**config.mk**
```make
export PLATFORM = sky130hd
export DESIGN_NAME = addr_region_decoder
export DESIGN_NICKNAME = d
export VERILOG_FILES = /design/src/rtl/addr_dec_pkg.sv /design/src/rtl/region_modulo.sv /design/src/rtl/region_slot.sv /design/src/rtl/decode_out_reg.sv /design/src/rtl/addr_region_decoder.sv
export SDC_FILE = /design/constraint.sdc
export NUM_CORES = 1
export LEC_CHECK = 0
export CAP_MARGIN = 20
export CORE_ASPECT_RATIO = 0.7
export CORE_MARGIN = 2
export CORE_UTILIZATION = 41
export DETAILED_ROUTE_END_ITERATION = 8
export PLACE_DENSITY = 0.66
export SETUP_SLACK_MARGIN = 0.02
export SLEW_MARGIN = 30
export SYNTH_ARGS = -nofsm -noshare
export SYNTH_HDL_FRONTEND = slang
export SYNTH_HIERARCHICAL = 1
export SYNTH_SLANG_ARGS = --single-unit
export TNS_END_PERCENT = 5
```
**constraint.sdc**
```tcl
create_clock -name clk -period 3.2 [get_ports clk]
set_clock_uncertainty 0.2 [all_clocks]
set_input_delay 0.64 -clock clk [delete_from_list [all_inputs] [get_ports clk]]
set_output_delay 0.64 -clock clk [all_outputs]
set_load 0.01 [all_outputs]
```
**src/rtl/addr_dec_pkg.sv**
```systemverilog
package addr_dec_pkg;

  localparam int unsigned ADDR_W      = 32;
  localparam int unsigned NUM_REGIONS = 4;
  localparam int unsigned NUM_MAPS    = 2;
  localparam int unsigned REGION_W    = $clog2(NUM_REGIONS + 1);
  localparam logic [ADDR_W-1:0] WIN_MASK = 32'hF800_0000;
  localparam int unsigned OFF_W       = ADDR_W - $countones(WIN_MASK);
  localparam int unsigned IO_HI_W     = 16;
  localparam logic [IO_HI_W-1:0] IO_FIRST_PAGE = 16'h2000;
  localparam int unsigned IO_PAGES    = 2;

  typedef logic [REGION_W-1:0] region_idx_t;
  localparam region_idx_t REGION_NONE = region_idx_t'(NUM_REGIONS);

  typedef struct packed {
    region_idx_t       region;
    logic [OFF_W-1:0]  offset;
    logic              hit;
    logic              prot;
    logic              io;
    logic              buserr;
  } dec_result_t;

  // Base address of each region in each map; priority follows the index.
  function automatic logic [ADDR_W-1:0] region_base(input int map_id, input int idx);
    logic [ADDR_W-1:0] b;
    case (idx)
      0:       b = 32'hBFC0_0000;
      1:       b = (map_id == 0) ? 32'h0000_0000 : 32'h8000_0000;
      2:       b = (map_id == 0) ? 32'h8000_0000 : 32'h0000_0000;
      default: b = 32'hB000_0000;
    endcase
    return b;
  endfunction

  function automatic bit region_read_only(input int idx);
    return idx == 0;
  endfunction

  // Number of trailing zero bits of a size (zero for an empty size).
  function automatic int unsigned pow2_shift(input int unsigned s);
    int unsigned n;
    int unsigned v;
    n = 0;
    v = s;
    if (v != 0) begin
      while ((v & 1) == 0) begin
        v = v >> 1;
        n++;
      end
    end
    return n;
  endfunction

  function automatic int unsigned odd_factor(input int unsigned s);
    if (s == 0) return 1;
    return s >> pow2_shift(s);
  endfunction

endpackage

```
**src/rtl/region_modulo.sv**
```systemverilog
module region_modulo
  import addr_dec_pkg::*;
#(
  parameter int unsigned SIZE = 32'h4800,
  parameter int unsigned IN_W = OFF_W
) (
  input  logic [IN_W-1:0] win_off_i,
  output logic [IN_W-1:0] mod_o
);

  localparam int unsigned SHIFT = pow2_shift(SIZE);
  localparam int unsigned ODD   = odd_factor(SIZE);
  localparam logic [IN_W-1:0] LOW_MASK = IN_W'((64'd1 << SHIFT) - 64'd1);

  generate
    if (SIZE == 0) begin : g_empty
      assign mod_o = '0;
    end else if (ODD == 1) begin : g_pow2
      assign mod_o = win_off_i & LOW_MASK;
    end else begin : g_odd
      // Size = ODD * 2^SHIFT: reduce the upper part modulo ODD one bit at a time,
      // then reattach the untouched low SHIFT bits.
      localparam int unsigned RW = $clog2(2 * ODD);
      logic [RW-1:0] rem;

      always_comb begin
        rem = '0;
        for (int i = IN_W - 1; i >= int'(SHIFT); i--) begin
          rem = {rem[RW-2:0], win_off_i[i]};
          if (rem >= RW'(ODD)) rem = rem - RW'(ODD);
        end
        mod_o = (IN_W'(rem) << SHIFT) | (win_off_i & LOW_MASK);
      end
    end

    if (SIZE != 0) begin : g_chk
      always_comb begin
        assert_mod_range_R2: assert (mod_o < IN_W'(SIZE));
      end
    end
  endgenerate

endmodule

```
**src/rtl/region_slot.sv**
```systemverilog
module region_slot
  import addr_dec_pkg::*;
#(
  parameter int unsigned IDX     = 0,
  parameter int unsigned SIZE_M0 = 32'h4800,
  parameter int unsigned SIZE_M1 = 32'h1000
) (
  input  logic [ADDR_W-1:0] addr_i,
  input  logic              map_i,
  output logic              match_o,
  output logic [OFF_W-1:0]  offset_o
);

  localparam logic [ADDR_W-1:0] BASE_M0 = region_base(0, IDX) & WIN_MASK;
  localparam logic [ADDR_W-1:0] BASE_M1 = region_base(1, IDX) & WIN_MASK;

  logic [OFF_W-1:0] off_m0, off_m1;
  logic [ADDR_W-1:0] base_sel;
  logic size_nz;

  region_modulo #(.SIZE(SIZE_M0), .IN_W(OFF_W)) u_mod_m0 (
    .win_off_i (addr_i[OFF_W-1:0]),
    .mod_o     (off_m0)
  );

  region_modulo #(.SIZE(SIZE_M1), .IN_W(OFF_W)) u_mod_m1 (
    .win_off_i (addr_i[OFF_W-1:0]),
    .mod_o     (off_m1)
  );

  always_comb begin
    base_sel = map_i ? BASE_M1 : BASE_M0;
    size_nz  = map_i ? (SIZE_M1 != 0) : (SIZE_M0 != 0);
    match_o  = size_nz && ((addr_i & WIN_MASK) == base_sel);
    offset_o = map_i ? off_m1 : off_m0;
  end

endmodule

```
**src/rtl/decode_out_reg.sv**
```systemverilog
module decode_out_reg
  import addr_dec_pkg::*;
(
  input  logic        clk,
  input  logic        rst_n,
  input  logic        in_valid_i,
  output logic        in_ready_o,
  input  dec_result_t d_i,
  output logic        out_valid_o,
  input  logic        out_ready_i,
  output dec_result_t q_o
);

  logic take;

  assign in_ready_o = !out_valid_o || out_ready_i;
  assign take       = in_valid_i && in_ready_o;

  always_ff @(posedge clk or negedge rst_n) begin
    if (!rst_n) out_valid_o <= 1'b0;
    else if (in_ready_o) out_valid_o <= in_valid_i;
  end

  always_ff @(posedge clk) begin
    if (take) q_o <= d_i;
  end

  assert_stall_hold_R10: assert property (@(posedge clk) disable iff (!rst_n)
    (out_valid_o && !out_ready_i) |=> (out_valid_o && $stable(q_o)));

  assert_accept_next_R10: assert property (@(posedge clk) disable iff (!rst_n)
    (in_valid_i && in_ready_o) |=> out_valid_o);

  assert_one_outcome_R7: assert property (@(posedge clk) disable iff (!rst_n)
    out_valid_o |-> ($countones({q_o.hit, q_o.prot, q_o.io, q_o.buserr}) == 1));

  assert_prot_on_boot_R5: assert property (@(posedge clk) disable iff (!rst_n)
    (out_valid_o && q_o.prot) |-> (q_o.region == region_idx_t'(0)));

  assert_miss_code_R7: assert property (@(posedge clk) disable iff (!rst_n)
    (out_valid_o && (q_o.buserr || q_o.io)) |-> (q_o.region == REGION_NONE && q_o.offset == '0));

endmodule

```
**src/rtl/addr_region_decoder.sv**
```systemverilog
module addr_region_decoder
  import addr_dec_pkg::*;
#(
  parameter int unsigned BOOT_SIZE_M0  = 32'h0000_4800,
  parameter int unsigned RAM0_SIZE_M0  = 32'h0008_0000,
  parameter int unsigned RAM1_SIZE_M0  = 32'h0008_0000,
  parameter int unsigned FLASH_SIZE_M0 = 32'h0004_0000,
  parameter int unsigned BOOT_SIZE_M1  = 32'h0000_1000,
  parameter int unsigned RAM0_SIZE_M1  = 32'h0020_0000,
  parameter int unsigned RAM1_SIZE_M1  = 32'h0040_0000,
  parameter int unsigned FLASH_SIZE_M1 = 32'h0010_0000
) (
  input  logic                clk,
  input  logic                rst_n,
  input  logic                map_sel_i,
  input  logic                in_valid_i,
  output logic                in_ready_o,
  input  logic [ADDR_W-1:0]   in_addr_i,
  input  logic                in_write_i,
  output logic                out_valid_o,
  input  logic                out_ready_i,
  output logic [REGION_W-1:0] out_region_o,
  output logic [OFF_W-1:0]    out_offset_o,
  output logic                out_hit_o,
  output logic                out_prot_o,
  output logic                out_io_o,
  output logic                out_buserr_o
);

  localparam int unsigned SIZES_M0 [NUM_REGIONS] =
    '{BOOT_SIZE_M0, RAM0_SIZE_M0, RAM1_SIZE_M0, FLASH_SIZE_M0};
  localparam int unsigned SIZES_M1 [NUM_REGIONS] =
    '{BOOT_SIZE_M1, RAM0_SIZE_M1, RAM1_SIZE_M1, FLASH_SIZE_M1};

  logic map_q;
  logic run_q;
  logic [NUM_REGIONS-1:0] slot_match;
  logic [OFF_W-1:0] slot_off [NUM_REGIONS];
  region_idx_t sel_idx;
  logic [OFF_W-1:0] sel_off;
  logic sel_ro;
  logic io_page;
  dec_result_t dec_d, dec_q;

  // Map choice is loaded only while reset is held.
  always_ff @(posedge clk) begin
    if (!rst_n) map_q <= map_sel_i;
  end

  always_ff @(posedge clk) begin
    run_q <= rst_n;
  end

  generate
    for (genvar g = 0; g < NUM_REGIONS; g++) begin : g_slot
      region_slot #(
        .IDX     (g),
        .SIZE_M0 (SIZES_M0[g]),
        .SIZE_M1 (SIZES_M1[g])
      ) u_slot (
        .addr_i   (in_addr_i),
        .map_i    (map_q),
        .match_o  (slot_match[g]),
        .offset_o (slot_off[g])
      );
    end
  endgenerate

  // Lowest index wins: scan from the back so earlier regions overwrite.
  always_comb begin
    sel_idx = REGION_NONE;
    sel_off = '0;
    sel_ro  = 1'b0;
    for (int i = NUM_REGIONS - 1; i >= 0; i--) begin
      if (slot_match[i]) begin
        sel_idx = region_idx_t'(i);
        sel_off = slot_off[i];
        sel_ro  = region_read_only(i);
      end
    end
  end

  assign io_page = (in_addr_i[ADDR_W-1 -: IO_HI_W] - IO_FIRST_PAGE) < IO_HI_W'(IO_PAGES);

  always_comb begin
    dec_d = '0;
    if (sel_idx != REGION_NONE) begin
      dec_d.region = sel_idx;
      dec_d.offset = sel_off;
      dec_d.prot   = in_write_i && sel_ro;
      dec_d.hit    = !(in_write_i && sel_ro);
    end else begin
      dec_d.region = REGION_NONE;
      dec_d.io     = io_page;
      dec_d.buserr = !io_page;
    end
  end

  decode_out_reg u_out (
    .clk         (clk),
    .rst_n       (rst_n),
    .in_valid_i  (in_valid_i),
    .in_ready_o  (in_ready_o),
    .d_i         (dec_d),
    .out_valid_o (out_valid_o),
    .out_ready_i (out_ready_i),
    .q_o         (dec_q)
  );

  assign out_region_o = dec_q.region;
  assign out_offset_o = dec_q.offset;
  assign out_hit_o    = dec_q.hit;
  assign out_prot_o   = dec_q.prot;
  assign out_io_o     = dec_q.io;
  assign out_buserr_o = dec_q.buserr;

  assert_map_locked_R8: assert property (@(posedge clk) disable iff (!rst_n)
    run_q |-> $stable(map_q));

endmodule

```
==> summary.log <==
INFO  timing         max-slew-margin-rel=50.1%
INFO  detailed_routing detail_route.wl_per_cell=16.0um
INFO  critical_path  timing.critical_path.arrival=8440ps
INFO  global_routing grt_util_met2=27.3%
INFO  floorplan      design.die.area=20500squm
INFO  detailed_routing vias=6400
INFO  global_routing wire_length_of_the_first_global_routing_pass=29800um
INFO  synthesis      ys_async_rst_share=2.78%
INFO  pwr            power_density=546nW/um^2
INFO  global_routing largest_net_degree_at_the_start_of_global_routing=88
INFO  critical_path  delay_heaviest_family_cp=compound AO/OA/AOI/OAI gates
INFO  detailed_routing drt_wl_total=18900um
INFO  global_routing grt_util_all_layers=17.5%
INFO  synthesis      synthCells=884
INFO  synthesis      edff_count_synth=35
INFO  timing         worstMarginPinSlew=743ps
INFO  pwr            ir_drop=354uV
INFO  global_routing antenna_violations_before_repair=0
INFO  critical_path  timing.reg2reg.setup_slack=790ps
INFO  detailed_routing final_antenna_net_count=0
INFO  timing         final-max-slew-violation-count=0
INFO  timing         final.period_utilization=269%
INFO  synthesis      ys_ff_latch=36
INFO  timing         rsz_0062_raised_after_global_routing=true
INFO  placed_design  placed_cells_incl_taps=1151
INFO  critical_path  cpPeakStageDelay=420ps
INFO  worst_hold_path hold_crit_class=input port to asynchronous set/reset pin
INFO  finish         nets=987
INFO  finish         n_fill_cell=1722
INFO  pwr            power.static_leakage=0.00363uW
INFO  detailed_routing route.detailed.drc=0
INFO  global_routing overflow=0
INFO  floorplan      floorplan.rows=42
INFO  synthesis      netlist_area=7920squm
INFO  timing         report.final.setup_viol=5
INFO  synthesis      synth_sequential_area_ratio=13.6%
INFO  floorplan      die_height=120um
INFO  global_routing most_crowded_layer_gr=met2
INFO  cts            cts_tree=yes
INFO  floorplan      floorplan.io_pins=74
INFO  timing         fin_worst_hold_slack=323ps
INFO  finish         diodes=0
INFO  detailed_routing detail_routed_via_count_per_cell=5.41
INFO  critical_path  timing.rr.end=u_out/q_o[5]
INFO  critical_path  path_buf_inv=4
INFO  outcome        outcome=complete, but fails checks
INFO  cts            numClockSinks=36
INFO  global_routing gr-usage-met1=26.4%
INFO  cts            clkLatencyLatePin=270ps
INFO  critical_path  timing.rr.start=map_q
INFO  finish         final-instance-count-excl-fill=1183
INFO  synthesis      ys_warn_count=6
INFO  critical_path  path_max_fanout=6
INFO  detailed_routing number_of_design_rule_violations_left_by_the_first_detailed_router_iteration=576
INFO  run            drv.max_cap_violation_count=0
INFO  critical_path  crit_required=3040ps
INFO  critical_path  timing_worst_setup_path_type=input port to register
INFO  floorplan      design.core.area=18900squm
INFO  outcome        failed_checks=setup timing
INFO  finish         layout.area.seq=1080squm
INFO  finish         highest_count_cells_in_the_layout_ignoring_fill_and_taps=sky130_fd_sc_hd__buf_4, sky130_fd_sc_hd__conb_1, sky130_fd_sc_hd__mux2_2, sky130_fd_sc_hd__clkdlybuf4s50_1, sky130_fd_sc_hd__mux2_4
INFO  critical_path  cp-start-kind=input port
INFO  cts            h-tree-depth=2
INFO  global_routing vias_in_the_first_global_route=5901
INFO  floorplan      dieWidth=170um
INFO  timing         layout_min_cycle_time=8600ps
INFO  global_routing grt_util_met3=1.90%
INFO  timing         hold_viol_final=0
INFO  cts            clock_tree.root_cell=sky130_fd_sc_hd__clkbuf_16
INFO  cts            number_of_buffers_inserted_during_clock_tree_synthesis=5
INFO  placed_design  place_congestion=0.891
INFO  synthesis      synthFlopType=sky130_fd_sc_hd__edfxtp_1
INFO  finish         mostFrequentLayoutCell=sky130_fd_sc_hd__buf_4
INFO  synthesis      avgSynthCellArea=8.96squm
INFO  cts            cts-root-to-sink-buffers=2
INFO  timing         maxClockFrequency=116MHz
INFO  critical_path  critical-path-slowest-cell=sky130_fd_sc_hd__or3b_4
INFO  finish         post_route_cells_drive_above_1_share=46.1%
INFO  finish         area.growth.synth_to_final=16.8%
INFO  synthesis      synthDistinctLibCells=102
INFO  finish         multi_input_comb_area=5490squm
INFO  floorplan      initial_core_util=41.9%
INFO  placed_design  hpwlAfterDp=13300um
INFO  critical_path  category_of_the_worst_setup_path_capture_point=register
INFO  placed_design  buffer_ports.inserted=73
INFO  timing         fin_ws=-5400ps
INFO  cts            clkTransAtPathRegs=60ps
INFO  critical_path  reg2regPathDepth=5
INFO  detailed_routing drt_first_pass_iters=6
[sequential cells by signal (all words and copies together) (netlist names)]
| signal | count |
|---|---|
| u_out/out_valid_o | 1 |
| map_q | 1 |
| u_out/q_o | 34 |
[stage by stage]
step,TNS (ps),utilization [%],area (sq um),setup slack [ps],power (uW)
after floorplan,-28050,-,8280,-5680,2900
after global placement,-29900,45.0,8510,-6030,3870
after detailed placement,-31030,45.1,8540,-6240,3910
after CTS,-25990,47.5,8980,-5290,4750
after global routing,-28230,48.9,9250,-5710,5400
final,-26600,48.9,9250,-5400,5050
[cell families (layout without fill, tap and decap cells)]
group	Yosys count	in the layout	share of synthesized area (%)
buf+inv	283	279	26.3
compound gates	237	237	24.4
simple gates	184	184	14.3
mux	115	115	18.3
flops	36	36	13.6
xor+xnor	12	12	1.42
fa+ha+maj	9	9	1.42
other cells	8	69	0.379
[synth_stat cells (all sizes together), types with 7 or more instances]
library cell	instances	area [sq um]
a211o	8	70.1
a211oi	10	97.6
a21oi	48	323
a221o	31	312
a311oi	7	67.6
and2	8	52.6
buf	248	1950
clkbuf	16	60.1
conb	8	30.0
edfxtp	35	1050
ha	9	113
inv	19	71.3
mux2	109	1380
nand2	22	82.6
nand2b	7	58.8
nand3	8	40.0
nor2	39	151
nor2b	7	43.8
nor3	43	315
nor4	8	71.3
o21a	7	52.6
o21ai	24	124
o22ai	31	200
o31ai	9	77.6
or3	8	55.1
or4	7	52.6
xnor2	9	86.3
[metal layers]
layer  up-vias  routed length [um]
met5         -                   0
met3        15                 901
met2       178                8340
met1      3036                9510
met4         0                 169
li1       3171                   -
[power by group]
part           switching, uW  internal (uW)  total, uW
Sequential              9.81            541        550
Clock                    202            286        488
Combinational           1930           2080       4010
Total                   2140           2910       5050
[worst max-delay path by stage]
| stage | from | end | slack, ps | cells after the start |
|---|---|---|---|---|
| 2_1_floorplan | in_addr_i[23] | u_out/q_o[15] | -5680 | 40 |
| 4_1_cts | in_addr_i[23] | u_out/q_o[17] | -5290 | 40 |
| 3_3_place_gp | in_addr_i[23] | u_out/q_o[15] | -6030 | 34 |
| 3_5_place_dp | in_addr_i[23] | u_out/q_o[17] | -6240 | 36 |
| 5_1_grt | in_addr_i[23] | u_out/q_o[17] | -5710 | 40 |
| 6_report | in_addr_i[23] | u_out/q_o[17] | -5400 | 36 |
[what timing repair did]
item / in CTS / in global routing
pin swaps: 42 / 26
hold buffers: 0 / 0
resized for setup: 56 / 35
setup buffers: 17 / 7
endpoints found under the setup margin: 5 / 5
[worst reg2reg max path, stage by stage (launching register included)]
cell and delay [ps]:
sky130_fd_sc_hd__edfxtp_1 530, sky130_fd_sc_hd__xnor2_1 250, sky130_fd_sc_hd__nor2_2 110, sky130_fd_sc_hd__nor4_4 690, sky130_fd_sc_hd__buf_4 300, sky130_fd_sc_hd__nor3_1 80
[area by class of cell]
type / instances / share of cell area (%)
Multi-Input combinational cell: 626 / 59.3
Inverter: 19 / 0.906
Timing Repair Buffer: 252 / 23.3
Sequential cell: 36 / 11.6
Tap cell: 242 / 3.27
Clock buffer: 5 / 1.35
Clock inverter: 3 / 0.203
Power figures use the tool's default switching activity.
